$ cat src/rtl/spec_task_ring.sv
module spec_task_ring #(
  parameter int UNITS = 4,
  localparam int IW = $clog2(UNITS),
  localparam int PW = IW + 1
) (
  input  logic          clk,
  input  logic          rst_n,
  input  logic          assign_valid,
  output logic          assign_ready,
  output logic [IW-1:0] assign_unit,
  input  logic          done_valid,
  input  logic [IW-1:0] done_unit,
  input  logic          squash_valid,
  input  logic [IW-1:0] squash_unit,
  output logic          commit_valid,
  output logic [IW-1:0] commit_unit,
  output logic [IW-1:0] head_unit,
  output logic [IW-1:0] tail_unit,
  output logic [PW-1:0] occupancy,
  output logic          full,
  output logic          empty,
  output logic [UNITS-1:0] active
);

  initial begin
    if (UNITS < 2 || (1 << IW) != UNITS)
      $error("spec_task_ring: UNITS must be a power of two, at least 2");
  end

  logic [PW-1:0]    hd_q, wp_q, hd_n, wp_n;
  logic [UNITS-1:0] act_q, fin_q, act_n, fin_n, kill;
  logic [IW-1:0]    sq_off;
  logic [PW-1:0]    last_ptr;
  logic             squash_hit, take;

  assign head_unit    = hd_q[IW-1:0];
  assign occupancy    = wp_q - hd_q;
  assign full         = occupancy == PW'(UNITS);
  assign empty        = occupancy == '0;
  assign last_ptr     = wp_q - PW'(1);
  assign tail_unit    = empty ? head_unit : last_ptr[IW-1:0];
  assign assign_unit  = wp_q[IW-1:0];
  assign active       = act_q;

  assign squash_hit   = squash_valid & act_q[squash_unit];
  assign commit_valid = !squash_hit & act_q[head_unit] & fin_q[head_unit];
  assign commit_unit  = head_unit;
  assign assign_ready = !full & !squash_hit;
  assign take         = assign_valid & assign_ready;
  assign sq_off       = squash_unit - head_unit;

  for (genvar i = 0; i < UNITS; i++) begin : g_kill
    logic [IW-1:0] off;
    assign off     = IW'(i) - head_unit;
    assign kill[i] = off >= sq_off;
  end

  always_comb begin
    hd_n  = hd_q;
    wp_n  = wp_q;
    act_n = act_q;
    fin_n = fin_q;
    if (done_valid && act_q[done_unit]) fin_n[done_unit] = 1'b1;
    if (squash_hit) begin
      wp_n  = hd_q + {1'b0, sq_off};
      act_n = act_n & ~kill;
      fin_n = fin_n & ~kill;
    end else begin
      if (commit_valid) begin
        hd_n             = hd_q + PW'(1);
        act_n[head_unit] = 1'b0;
        fin_n[head_unit] = 1'b0;
      end
      if (take) begin
        wp_n               = wp_q + PW'(1);
        act_n[assign_unit] = 1'b1;
        fin_n[assign_unit] = 1'b0;
      end
    end
  end

  always_ff @(posedge clk or negedge rst_n) begin
    if (!rst_n) begin
      hd_q  <= '0;
      wp_q  <= '0;
      act_q <= '0;
      fin_q <= '0;
    end else begin
      hd_q  <= hd_n;
      wp_q  <= wp_n;
      act_q <= act_n;
      fin_q <= fin_n;
    end
  end

  AST_OCC_MATCH: assert property (@(posedge clk) disable iff (!rst_n)
    $countones(active) == occupancy);

  AST_NO_OVERFLOW: assert property (@(posedge clk) disable iff (!rst_n)
    occupancy <= PW'(UNITS));

  AST_FULL_HOLD: assert property (@(posedge clk) disable iff (!rst_n)
    full && assign_valid && !squash_valid && !commit_valid |=> $stable(tail_unit) && full);

  AST_COMMIT_ADVANCE: assert property (@(posedge clk) disable iff (!rst_n)
    commit_valid |=> head_unit == IW'($past(head_unit) + 1'b1));

  AST_SQUASH_CLEARS: assert property (@(posedge clk) disable iff (!rst_n)
    squash_valid && active[squash_unit] |=> !active[$past(squash_unit)]);

  AST_SQUASH_HEAD_HOLD: assert property (@(posedge clk) disable iff (!rst_n)
    squash_valid && active[squash_unit] |=> $stable(head_unit));

  AST_HEAD_LIVE: assert property (@(posedge clk) disable iff (!rst_n)
    !empty |-> active[head_unit]);

endmodule

$ cat config.mk
export PLATFORM = sky130hd
export DESIGN_NAME = spec_task_ring
export DESIGN_NICKNAME = d
export VERILOG_FILES = /design/src/rtl/spec_task_ring.sv
export SDC_FILE = /design/constraint.sdc
export NUM_CORES = 1
export LEC_CHECK = 0
export BUFFER_PORTS_ARGS = -buffer_cell sky130_fd_sc_hd__buf_2
export CAP_MARGIN = 10
export CELL_PAD_IN_SITES_DETAIL_PLACEMENT = 0
export CELL_PAD_IN_SITES_GLOBAL_PLACEMENT = 2
export CORE_MARGIN = 4
export CORE_UTILIZATION = 36
export CTS_CLUSTER_DIAMETER = 200
export DETAILED_ROUTE_END_ITERATION = 12
export GPL_ROUTABILITY_DRIVEN = 0
export PLACE_DENSITY = 0.95
export SLEW_MARGIN = 20
export SYNTH_ARGS = -nofsm -noshare
export SYNTH_HDL_FRONTEND = slang
export SYNTH_SLANG_ARGS = --single-unit
$ cat constraint.sdc
create_clock -name clk -period 6.5 [get_ports clk]
set_clock_uncertainty 0.05 [all_clocks]
set_input_delay 1.3 -clock clk [delete_from_list [all_inputs] [get_ports clk]]
set_output_delay 1.3 -clock clk [all_outputs]
set_load 0.01 [all_outputs]
After elaboration in Yosys (flattened, before gate mapping)

Cells that the tools add are included.

Register bits after elaboration: 14
Input bits: 9
Output and inout port bits: 19
Word-level logic and storage cells: 77

Add/subtract/negate cells: 10
Magnitude comparators: 11
Equality and inequality tests: 1
Mux-type cells: 26
Bitwise gates (word level): 16
Reduce and logical (&&, ||, !) cells: 9

Operator list:

| operator              | count |
|---|---|
| $mux W4               | 9 |
| $and A4 B4 Y4         | 5 |
| $lt A2 B3 Y1 const B  | 4 |
| $not A4 Y4            | 3 |
| $bmux W1 S2           | 4 |
| $ge A2 B2 Y1          | 4 |
| $or A4 B4 Y4          | 2 |
| $mux W1               | 7 |
| $add A3 B1 Y3 const B | 2 |
| $demux W1 S2          | 3 |
| $ge A2 B1 Y1 const B  | 3 |
| $mux W3               | 2 |
| $and A1 B1 Y1         | 5 |
| $logic_and A1 B1 Y1   | 4 |
| $sub A1 B2 Y2 const A | 2 |
| $sub A2 B2 Y2 const A | 2 |
| $add A3 B2 Y3         | 1 |
| $eq A3 B3 Y1 const B  | 1 |
| $logic_not A3 Y1      | 1 |
| $sub A3 B3 Y3         | 1 |
| $logic_not A1 Y1      | 2 |
| $mux W2               | 1 |
| $reduce_and A2 Y1     | 1 |
| $reduce_bool A2 Y1    | 1 |
| 3 further kinds       | 3 |

Depth between registers and ports, before layout

Gate-level depths: netlist of the first run.

Word-level depth: 12
Depth in mapped cells: 9

Least setup slack after synthesis of the first run

OpenSTA, ideal clock, no wires.

Kind: input -> output
Start point: in squash_unit[1]
End point: out assign_ready
Arrival time: 2.277 ns
Slack: 2.873 ns
Stages: 4
Buffers on the path: 1
Cells stage by stage: mux2_2 > a22o_1 > buf_6 > nor2_1

Longest elaborated chain between the ends: 5

Ends and longest elaborated chain:

| what                          | RTL line | text |
|---|---|---|
| start: declaration            | 14       | `input logic [IW-1:0] squash_unit,` |
| $bmux W1 S2                   | 45       | `assign squash_hit = squash_valid & act_q[squash_unit];` |
| $mux W1 (implied by the code) | 45       |  |
| $and A1 B1 Y1                 | 45       |  |
| $logic_not A1 Y1              | 48       | `assign assign_ready = !full & !squash_hit;` |
| $and A1 B1 Y1                 | 48       |  |
| end: declaration              | 9        | `output logic assign_ready,` |

No other way between the ends. The select of a mux whose other input is x is not followed.

Worst setup path in the final report of the first run

Start point: in squash_unit[1]
End point: out commit_valid

Longest elaborated chain between the ends: 6

Ends and longest elaborated chain:

| what                          | RTL line | text |
|---|---|---|
| $bmux W1 S2                   | 45       |  |
| $mux W1 (implied by the code) | 45       |  |
| $and A1 B1 Y1                 | 45       |  |
| $logic_not A1 Y1              | 46       | `assign commit_valid = !squash_hit & act_q[head_unit] & fin_q[head_unit];` |
| $and A1 B1 Y1 (2 in a row)    | 46       |  |
| end: declaration              | 15       | `output logic commit_valid,` |

No other way between the ends. The select of a mux whose other input is x is not followed.

==> results of run 1 <==
[cell usage in the layout, fill, tap and decap left out, types with 2 or more instances in the layout]
cell type  count
o32ai_1        2
nor3_1         3
nand2_1        9
a41oi_1        2
inv_1         17
a211oi_1       2
a221oi_1       2
o21bai_1       2
a31oi_1        2
o21ai_0        2
dfrtp_1       14
clkbuf_4       3
fa_1           4
nor2b_1        2
mux2_2         3
buf_2         27
a2111oi_2      2
nor2_1         4
ha_1          13
xnor2_1        4
o211ai_1       2
a21oi_1        4
[sequential cells by signal, summed over array words and instances, names as in the netlist]
signal,count
active,4
fin_q,4
hd_q,3
wp_q,3
[layer usage]
layer	part of all wire	wire length [um]
met5	0	0
met4	0.011	33
met3	0.057	170
met2	0.47	1390
met1	0.46	1390
[Yosys cell counts (all sizes together), types with 2 or more instances]
cell type | number | share of area
nand2 | 9 | 0.027
ha | 13 | 0.13
dfrtp | 14 | 0.28
nor2b | 2 | 0.0099
a31oi | 3 | 0.027
o211ai | 2 | 0.012
xnor2 | 4 | 0.028
o21ai | 2 | 0.0079
o32ai | 2 | 0.014
o21bai | 2 | 0.012
a211oi | 2 | 0.012
a41oi | 2 | 0.014
nor3 | 3 | 0.012
a221oi | 2 | 0.014
fa | 4 | 0.064
buf | 8 | 0.049
mux2 | 3 | 0.027
nor3b | 3 | 0.031
nor2 | 5 | 0.021
and3 | 2 | 0.014
inv | 18 | 0.054
a21oi | 4 | 0.016
a2111oi | 2 | 0.024
[worst paths after layout]
check	start	endpoint	slack (ns)	cells past startpoint
worst min-delay path	hd_q[2]	hd_q[2]	0.50	1
worst min register to register	hd_q[2]	hd_q[2]	0.50	1
worst max register to register	hd_q[0]	active[0]	3.98	7
min in group asynchronous	rst_n	fin_q[0]	0.84	1
worst max-delay path	squash_unit[1]	commit_valid	2.61	5
max in group asynchronous	rst_n	wp_q[2]	5.32	1
[worst max-delay path: stages]
cell and delay, ns:
buf_2 0.11, mux2_2 0.34, a22o_1 0.44, nor2_4 0.21, buf_2 0.14
[layout make-up]
cell class / count / area [um^2]
Sequential cell: 14 / 350
Inverter: 18 / 67.6
Clock buffer: 3 / 22.5
Multi-Input combinational cell: 84 / 781
Timing Repair Buffer: 27 / 135
Tap cell: 46 / 57.6
Fill cell: 373 / 1950
[kinds of logic (layout without fill, tap and decap cells)]
logic type | Yosys count | count (layout) | share of synthesized area
compound gates | 28 | 28 | 0.185
xor+xnor | 6 | 6 | 0.0546
fa+ha+maj | 17 | 17 | 0.193
buf+inv | 26 | 48 | 0.102
flops | 14 | 14 | 0.278
mux | 5 | 5 | 0.0526
simple gates | 28 | 28 | 0.135
[where the power goes]
group,internal (mW),switching (mW),total (mW)
clock network,0.0216,0.0301,0.0517
registers,0.129,0.0597,0.189
logic,0.247,0.322,0.569
total,0.398,0.412,0.810
==> results.json, run 1 <==
{
  "hold_ws_ns": 0.501,
  "cts_setup_buffers": 0,
  "cp-end-kind": "primary output",
  "grt.busiest_layer": "met2",
  "die_height_um": 67.2,
  "utilization": 0.420,
  "drive_above_1_share": 0.295,
  "cts_resized": 0,
  "p_leak_nw": 0.661,
  "synthArstFlopShare": 1.00,
  "post-dp-hpwl_um": 2390,
  "seq_area_frac_synth": 0.278,
  "ys_warn_count": 0,
  "fin_nets": 174,
  "critPathKind": "in2out",
  "use_met1": 0.194,
  "avgSynthCellArea_um2": 10.2,
  "drc_errors": 0,
  "grt_pass1_vias": 1045,
  "syn_inst": 124,
  "die_w_um": 67.2,
  "fp-row-count": 21,
  "grt_max_degree": 15,
  "setup_violations": 0,
  "grt_use_total": 0.148,
  "antenna_found_initial": 0,
  "setup_slack_ns": 2.61,
  "slew_viol_final": 0,
  "dp_slack_ns": 2.60,
  "finish.instance_area_um2": 1410,
  "cp.required_ns": 5.15,
  "cts-root-buf": "clkbuf_4",
  "dpl_cell_area_um2": 1390,
  "layout_worst_path_cycle_share": 0.599,
  "num_io_pins": 28,
  "power_density_nw_per_um2": 573,
  "hold_class": "reg2reg",
  "max_cap_viol_count": 0,
  "ys_ff_latch": 14,
  "grt_pass1_wl_um": 5020,
  "dp.cells": 189,
  "diodes": 0,
  "met3_usage": 0.0300,
  "initial_core_util": 0.375,
  "cts.sinks": 14,
  "critPathLaunchType": "input port",
  "wirelength_um": 2980,
  "total_power_mw": 0.810,
  "synth_cell_type_count": 44,
  "cts-buffers-inserted": 3,
  "core_area_um2": 3360,
  "wl_per_cell_um": 15.5,
  "cts_htree_levels": 1,
  "io_buffers": 27,
  "final_cells": 192,
  "area_delta_synth_final_pct": 12.2,
  "drt_first_pass_iters": 4,
  "clock.fmax_mhz": 257,
  "grt.overflow.total": 0,
  "met2_usage": 0.248,
  "synth_edf_count": 0,
  "cts_tree": "built",
  "hold_buffers": 0,
  "viasPerCell": 5.08,
  "worst_pin_slew_ns": 0.865,
  "ant_nets": 0,
  "clk_pin_slew_ns": 0.08,
  "peakVddDrop_v": 0.000379,
  "cts_buffer_depth": 2,
  "cp_max_fo": 13,
  "arrival_ns": 2.54,
  "timing.slew.headroom": 0.424,
  "syn_area_um2": 1260,
  "clk_latency_ns": 0.29,
  "period_needed_ns": 3.89,
  "drt_iter0_drc": 58,
  "synthFlopType": "dfrtp_1",
  "hold_viol_final": 0,
  "dieArea_um2": 4510,
  "rsz0062_at_grt": "false",
  "tns_ns": 0,
  "status": "completed",
  "vias": 975,
  "syn_nets": 150
}
(Power assumes the default switching activity.)
==> run 2, diff against run 1 <==
- ABC_AREA: not set -> 1
- CORE_UTILIZATION: 36 -> 30
- PLACE_DENSITY: 0.95 -> 0.89
- clock period: 6.5 -> 3.9 ns (I/O delays scaled with it)
==> results.json, run 2 <==
{
  "clk_latency_ns": 0.25,
  "peakVddDrop_v": 0.000640,
  "post-dp-hpwl_um": 2760,
  "cts_buffer_depth": 2,
  "power_density_nw_per_um2": 912,
  "synth_edf_count": 0,
  "reg2reg_slack_ns": 1.38,
  "clk_pin_slew_ns": 0.07,
  "p_leak_nw": 0.932,
  "ant_nets": 0,
  "period_needed_ns": 3.15,
  "power.share.clock": 0.100,
  "grt_use_total": 0.125,
  "utilization": 0.361,
  "initial_core_util": 0.314,
  "syn_nets": 221,
  "ys_ff_latch": 14,
  "ys_warn_count": 0,
  "cts_resized": 0,
  "viasPerCell": 4.51,
  "layout_worst_path_cycle_share": 0.807,
  "worst_pin_slew_ns": 0.442,
  "synth_area_leaders": "dfrtp_1 (25%), nand2_1 (16%), ha_1 (12%)",
  "io_buffers": 27,
  "cp.required_ns": 3.07,
  "switching_share": 0.521,
  "drt_first_pass_iters": 4,
  "setup_slack_ns": 0.753,
  "wl_met3_um": 131,
  "crit_path_top_delay_cell": "dfrtp_1",
  "syn_inst": 195,
  "fp-row-count": 24,
  "synth.most_common_cell": "nand2_1",
  "cts_tree": "built",
  "hold_viol_final": 0,
  "synth_area_leader_cell": "dfrtp_1",
  "status": "completed",
  "cts-root-buf": "clkbuf_8",
  "drc_errors": 0,
  "vias": 1227,
  "cp-end-kind": "primary output",
  "yosys.area_share.adder": 0.174,
  "hold_buffers": 0,
  "synthTopCellsByCount": "nand2_1 (60), inv_1 (31), nand3_1 (23)",
  "timing.slew.headroom": 0.706,
  "rr_worst_depth": 8,
  "cts.sinks": 14,
  "antenna_found_initial": 0,
  "dp_slack_ns": 1.02,
  "num_io_pins": 28,
  "cts_setup_buffers": 0,
  "fin_nets": 247,
  "yosys.area_share.simple": 0.377,
  "r2r-start": "hd_q[0]",
  "top_layer_used": "met4",
  "wl_per_cell_um": 12.7,
  "core_area_um2": 4440,
  "synthFlopType": "dfrtp_1",
  "power_frac_comb": 0.690,
  "met1Wirelength_um": 1730,
  "area_delta_synth_final_pct": 14.8,
  "wirelength_um": 3460,
  "reg2reg_to": "wp_q[1]",
  "max_cap_viol_count": 0,
  "hold_class": "in2async",
  "grt_pass1_vias": 1202,
  "drt_iter0_drc": 36,
  "synthMuxAreaShare": 0,
  "setup_violations": 0,
  "fill_cells": 494,
  "cts-buffers-inserted": 3,
  "critPathLaunchType": "flip-flop",
  "seqPwrFrac": 0.210,
  "cell_internal_pwr_mw": 0.700,
  "drive_above_1_share": 0.245,
  "arrival_ns": 2.32,
  "synth_xor_area_frac": 0.0251,
  "synth_compound_area_frac": 0.0340,
  "wl_met2_um": 1510,
  "synth_cell_type_count": 25,
  "cts_htree_levels": 1,
  "p_sw_mw": 0.763,
  "cp_max_fo": 6,
  "dieArea_um2": 5810,
  "synthArstFlopShare": 1.00,
  "crit_family": "adder cells",
  "avgSynthCellArea_um2": 7.17,
  "seq_area_frac_synth": 0.251,
  "grt_max_degree": 20,
  "clock.fmax_mhz": 318,
  "die_height_um": 76.3,
  "rsz0062_at_grt": "false",
  "path_cells": "inv_1, ha_1, fa_1, inv_1, nand2_1, nand2_1, nand2_1, and2_4, nor2_4, nand2_1, o21ai_0, buf_2",
  "die_w_um": 76.3,
  "layout_commonest_cell": "nand2_1",
  "diodes": 0,
  "layout_common_cells": "nand2_1 (60), inv_1 (31), buf_2 (27)",
  "worstPathBufferInverterCount": 3,
  "grt_pass1_wl_um": 5870,
  "slew_viol_final": 0,
  "tns_ns": 0,
  "grt.overflow.total": 0,
  "syn_area_um2": 1400,
  "register_area_um2": 350,
  "cp_common_cell": "nand2_1",
  "slowest_delay_ns": 0.47,
  "critPathKind": "reg2out",
  "synth_top_family_by_area": "simple AND/OR/NAND/NOR gates",
  "yosys.area.top_type_share": 0.251,
  "multi_input_area_um2": 852
}
[run 2: power groups by stage]
stage / sequential, mW / clock (mW) / combinational, mW
4_1_cts: 0.308 / 0.152 / 1.03
3_3_place_gp: 0.310 / 0 / 1.02
6_report: 0.307 / 0.147 / 1.01
5_1_grt: 0.318 / 0.156 / 1.15
2_1_floorplan: 0.300 / 0 / 0.741
3_5_place_dp: 0.310 / 0 / 1.02
[run 2: worst max path at each step]
| stage | cells after the start | startpoint | slack (ns) | end |
|---|---|---|---|---|
| 6_report | 12 | wp_q[0] | 0.75 | tail_unit[0] |
| 2_1_floorplan | 9 | wp_q[0] | 1.23 | tail_unit[0] |
| 3_5_place_dp | 12 | wp_q[0] | 1.02 | tail_unit[0] |
| 4_1_cts | 12 | wp_q[0] | 0.74 | tail_unit[0] |
| 5_1_grt | 12 | wp_q[0] | 0.59 | tail_unit[0] |
| 3_3_place_gp | 12 | wp_q[0] | 1.04 | tail_unit[0] |
[run 2: area by class of cell]
class | count | area share
well taps | 52 | 0.0406
flip-flops and latches | 14 | 0.218
inverters | 37 | 0.0866
repair buffers | 28 | 0.0889
multi-input cells | 137 | 0.531
clock buffers | 4 | 0.0343
[run 2: metrics by stage]
step	power (mW)	cell area, um^2	std cells	hold slack, ns
2_1_floorplan	1.04	1400	195	0.434
3_3_place_gp	1.33	1550	268	0.517
3_5_place_dp	1.33	1550	268	0.522
4_1_cts	1.49	1600	272	0.384
5_1_grt	1.62	1600	272	0.398
6_report	1.46	1600	272	0.374
[run 2: kinds of logic after synthesis]
kind of cell / after synthesis
AO/OA/AOI/OAI: 8
XOR/XNOR: 4
adder cells (fa/ha/maj): 17
buffers and inverters: 44
flip-flops: 14
AND/OR/NAND/NOR: 108
[run 2: layer usage]
metal,up-vias,GRT usage
li1,645,-
met1,548,0.175
met2,25,0.192
met3,9,0.0189
met4,0,0.0507
met5,-,0
==> run 3, diff against run 2 <==
- clock period: 3.9 -> 3.2 ns (I/O delays scaled with it)
==> results.json, run 3 (synthesis gave the netlist of run 2 again) <==
{
  "status": "completed",
  "layout_commonest_cell": "nand2_1",
  "cts_resized": 0,
  "cts.sinks": 14,
  "path_cells": "inv_1, ha_1, fa_1, inv_1, nand2_1, nand2_1, nand2_1, and2_4, nor2_4, nand2_1, o21ai_0, buf_2",
  "hold_viol_final": 0,
  "grt.overflow.total": 0,
  "cts_tree": "built",
  "layout_worst_path_cycle_share": 0.925,
  "utilization": 0.360,
  "use_met1": 0.174,
  "dieArea_um2": 5810,
  "max_cap_viol_count": 0,
  "tns_ns": 0,
  "cts_htree_levels": 1,
  "diodes": 0,
  "timing.slew.headroom": 0.776,
  "drive_above_1_share": 0.245,
  "drt_first_pass_iters": 4,
  "hold_buffers": 0,
  "clk_pin_slew_ns": 0.06,
  "fin_nets": 248,
  "post-dp-hpwl_um": 2670,
  "vias": 1223,
  "area_delta_synth_final_pct": 14.3,
  "drc_errors": 0,
  "cp.required_ns": 2.51,
  "grt_pass1_wl_um": 5680,
  "grt_max_degree": 20,
  "cts-root-buf": "clkbuf_8",
  "p_leak_nw": 0.929,
  "reg2reg_slack_ns": 0.89,
  "ant_nets": 0,
  "hold_class": "in2async",
  "hold_ws_ns": 0.243,
  "cts_setup_buffers": 0,
  "wirelength_um": 3310,
  "met3_usage": 0.0177,
  "crit_family": "adder cells",
  "grt.busiest_layer": "met2",
  "clk_latency_ns": 0.24,
  "cts_buffer_depth": 2,
  "crit_path_top_delay_cell": "dfrtp_1",
  "viasPerCell": 4.50,
  "peakVddDrop_v": 0.000518,
  "critPathLaunchType": "flip-flop",
  "worstPathBufferInverterCount": 3,
  "critPathKind": "reg2out",
  "io_buffers": 27,
  "layout_common_cells": "nand2_1 (60), inv_1 (31), buf_2 (27)",
  "slew_viol_final": 0,
  "fp-row-count": 24,
  "die_height_um": 76.3,
  "clock.fmax_mhz": 338,
  "setup_violations": 0,
  "cp-end-kind": "primary output",
  "power_density_nw_per_um2": 1090,
  "arrival_ns": 2.27,
  "slowest_delay_ns": 0.45,
  "antenna_found_initial": 0,
  "worst_pin_slew_ns": 0.336,
  "num_io_pins": 28,
  "period_needed_ns": 2.96,
  "rsz0062_at_grt": "false",
  "die_w_um": 76.3,
  "grt_pass1_vias": 1176,
  "wl_per_cell_um": 12.2,
  "cts-buffers-inserted": 3,
  "cp_common_cell": "nand2_1",
  "drt_iter0_drc": 45,
  "cp_max_fo": 6,
  "grt_use_total": 0.121,
  "initial_core_util": 0.314,
  "core_area_um2": 4440,
  "met2_usage": 0.189
}
-- run 3: where the power goes --
part / total [mW] / internal, mW / switching [mW]
Combinational: 1.25 / 0.490 / 0.755
Sequential: 0.351 / 0.261 / 0.0893
Clock: 0.144 / 0.0831 / 0.0607
-- run 3: final timing paths --
kind                           start      endpoint  depth (start not counted)
min                            rst_n      fin_q[3]                          1
max                          wp_q[0]  tail_unit[0]                         12
min in group clk           active[0]     active[0]                          2
min reg2reg                active[0]     active[0]                          2
max in group asynchronous      rst_n       hd_q[1]                          1
max reg2reg                  hd_q[0]       wp_q[1]                          9
-- run 3: final cells by class --
type | instances | area [um^2]
Fill cell | 515 | 2850
Timing Repair Buffer | 29 | 150
Tap cell | 52 | 65.1
Sequential cell | 14 | 350
Multi-Input combinational cell | 137 | 852
Clock buffer | 3 | 41.3
Inverter | 37 | 139
-- run 3: routing by layer --
layer / share of wire / wire, um
met1: 0.50 / 1660
met2: 0.46 / 1510
met3: 0.035 / 115
met4: 0.0066 / 22
met5: 0 / 0
-- run 3: through the flow --
step / area [um^2] / setup WS, ns / cells / power (mW)
after floorplan: 1400 / 0.670 / 195 / 1.27
after global placement: 1560 / 0.516 / 269 / 1.63
after detailed placement: 1560 / 0.485 / 269 / 1.61
after CTS: 1600 / 0.213 / 272 / 1.77
after global routing: 1600 / 0.0497 / 272 / 1.95
final: 1600 / 0.241 / 272 / 1.74
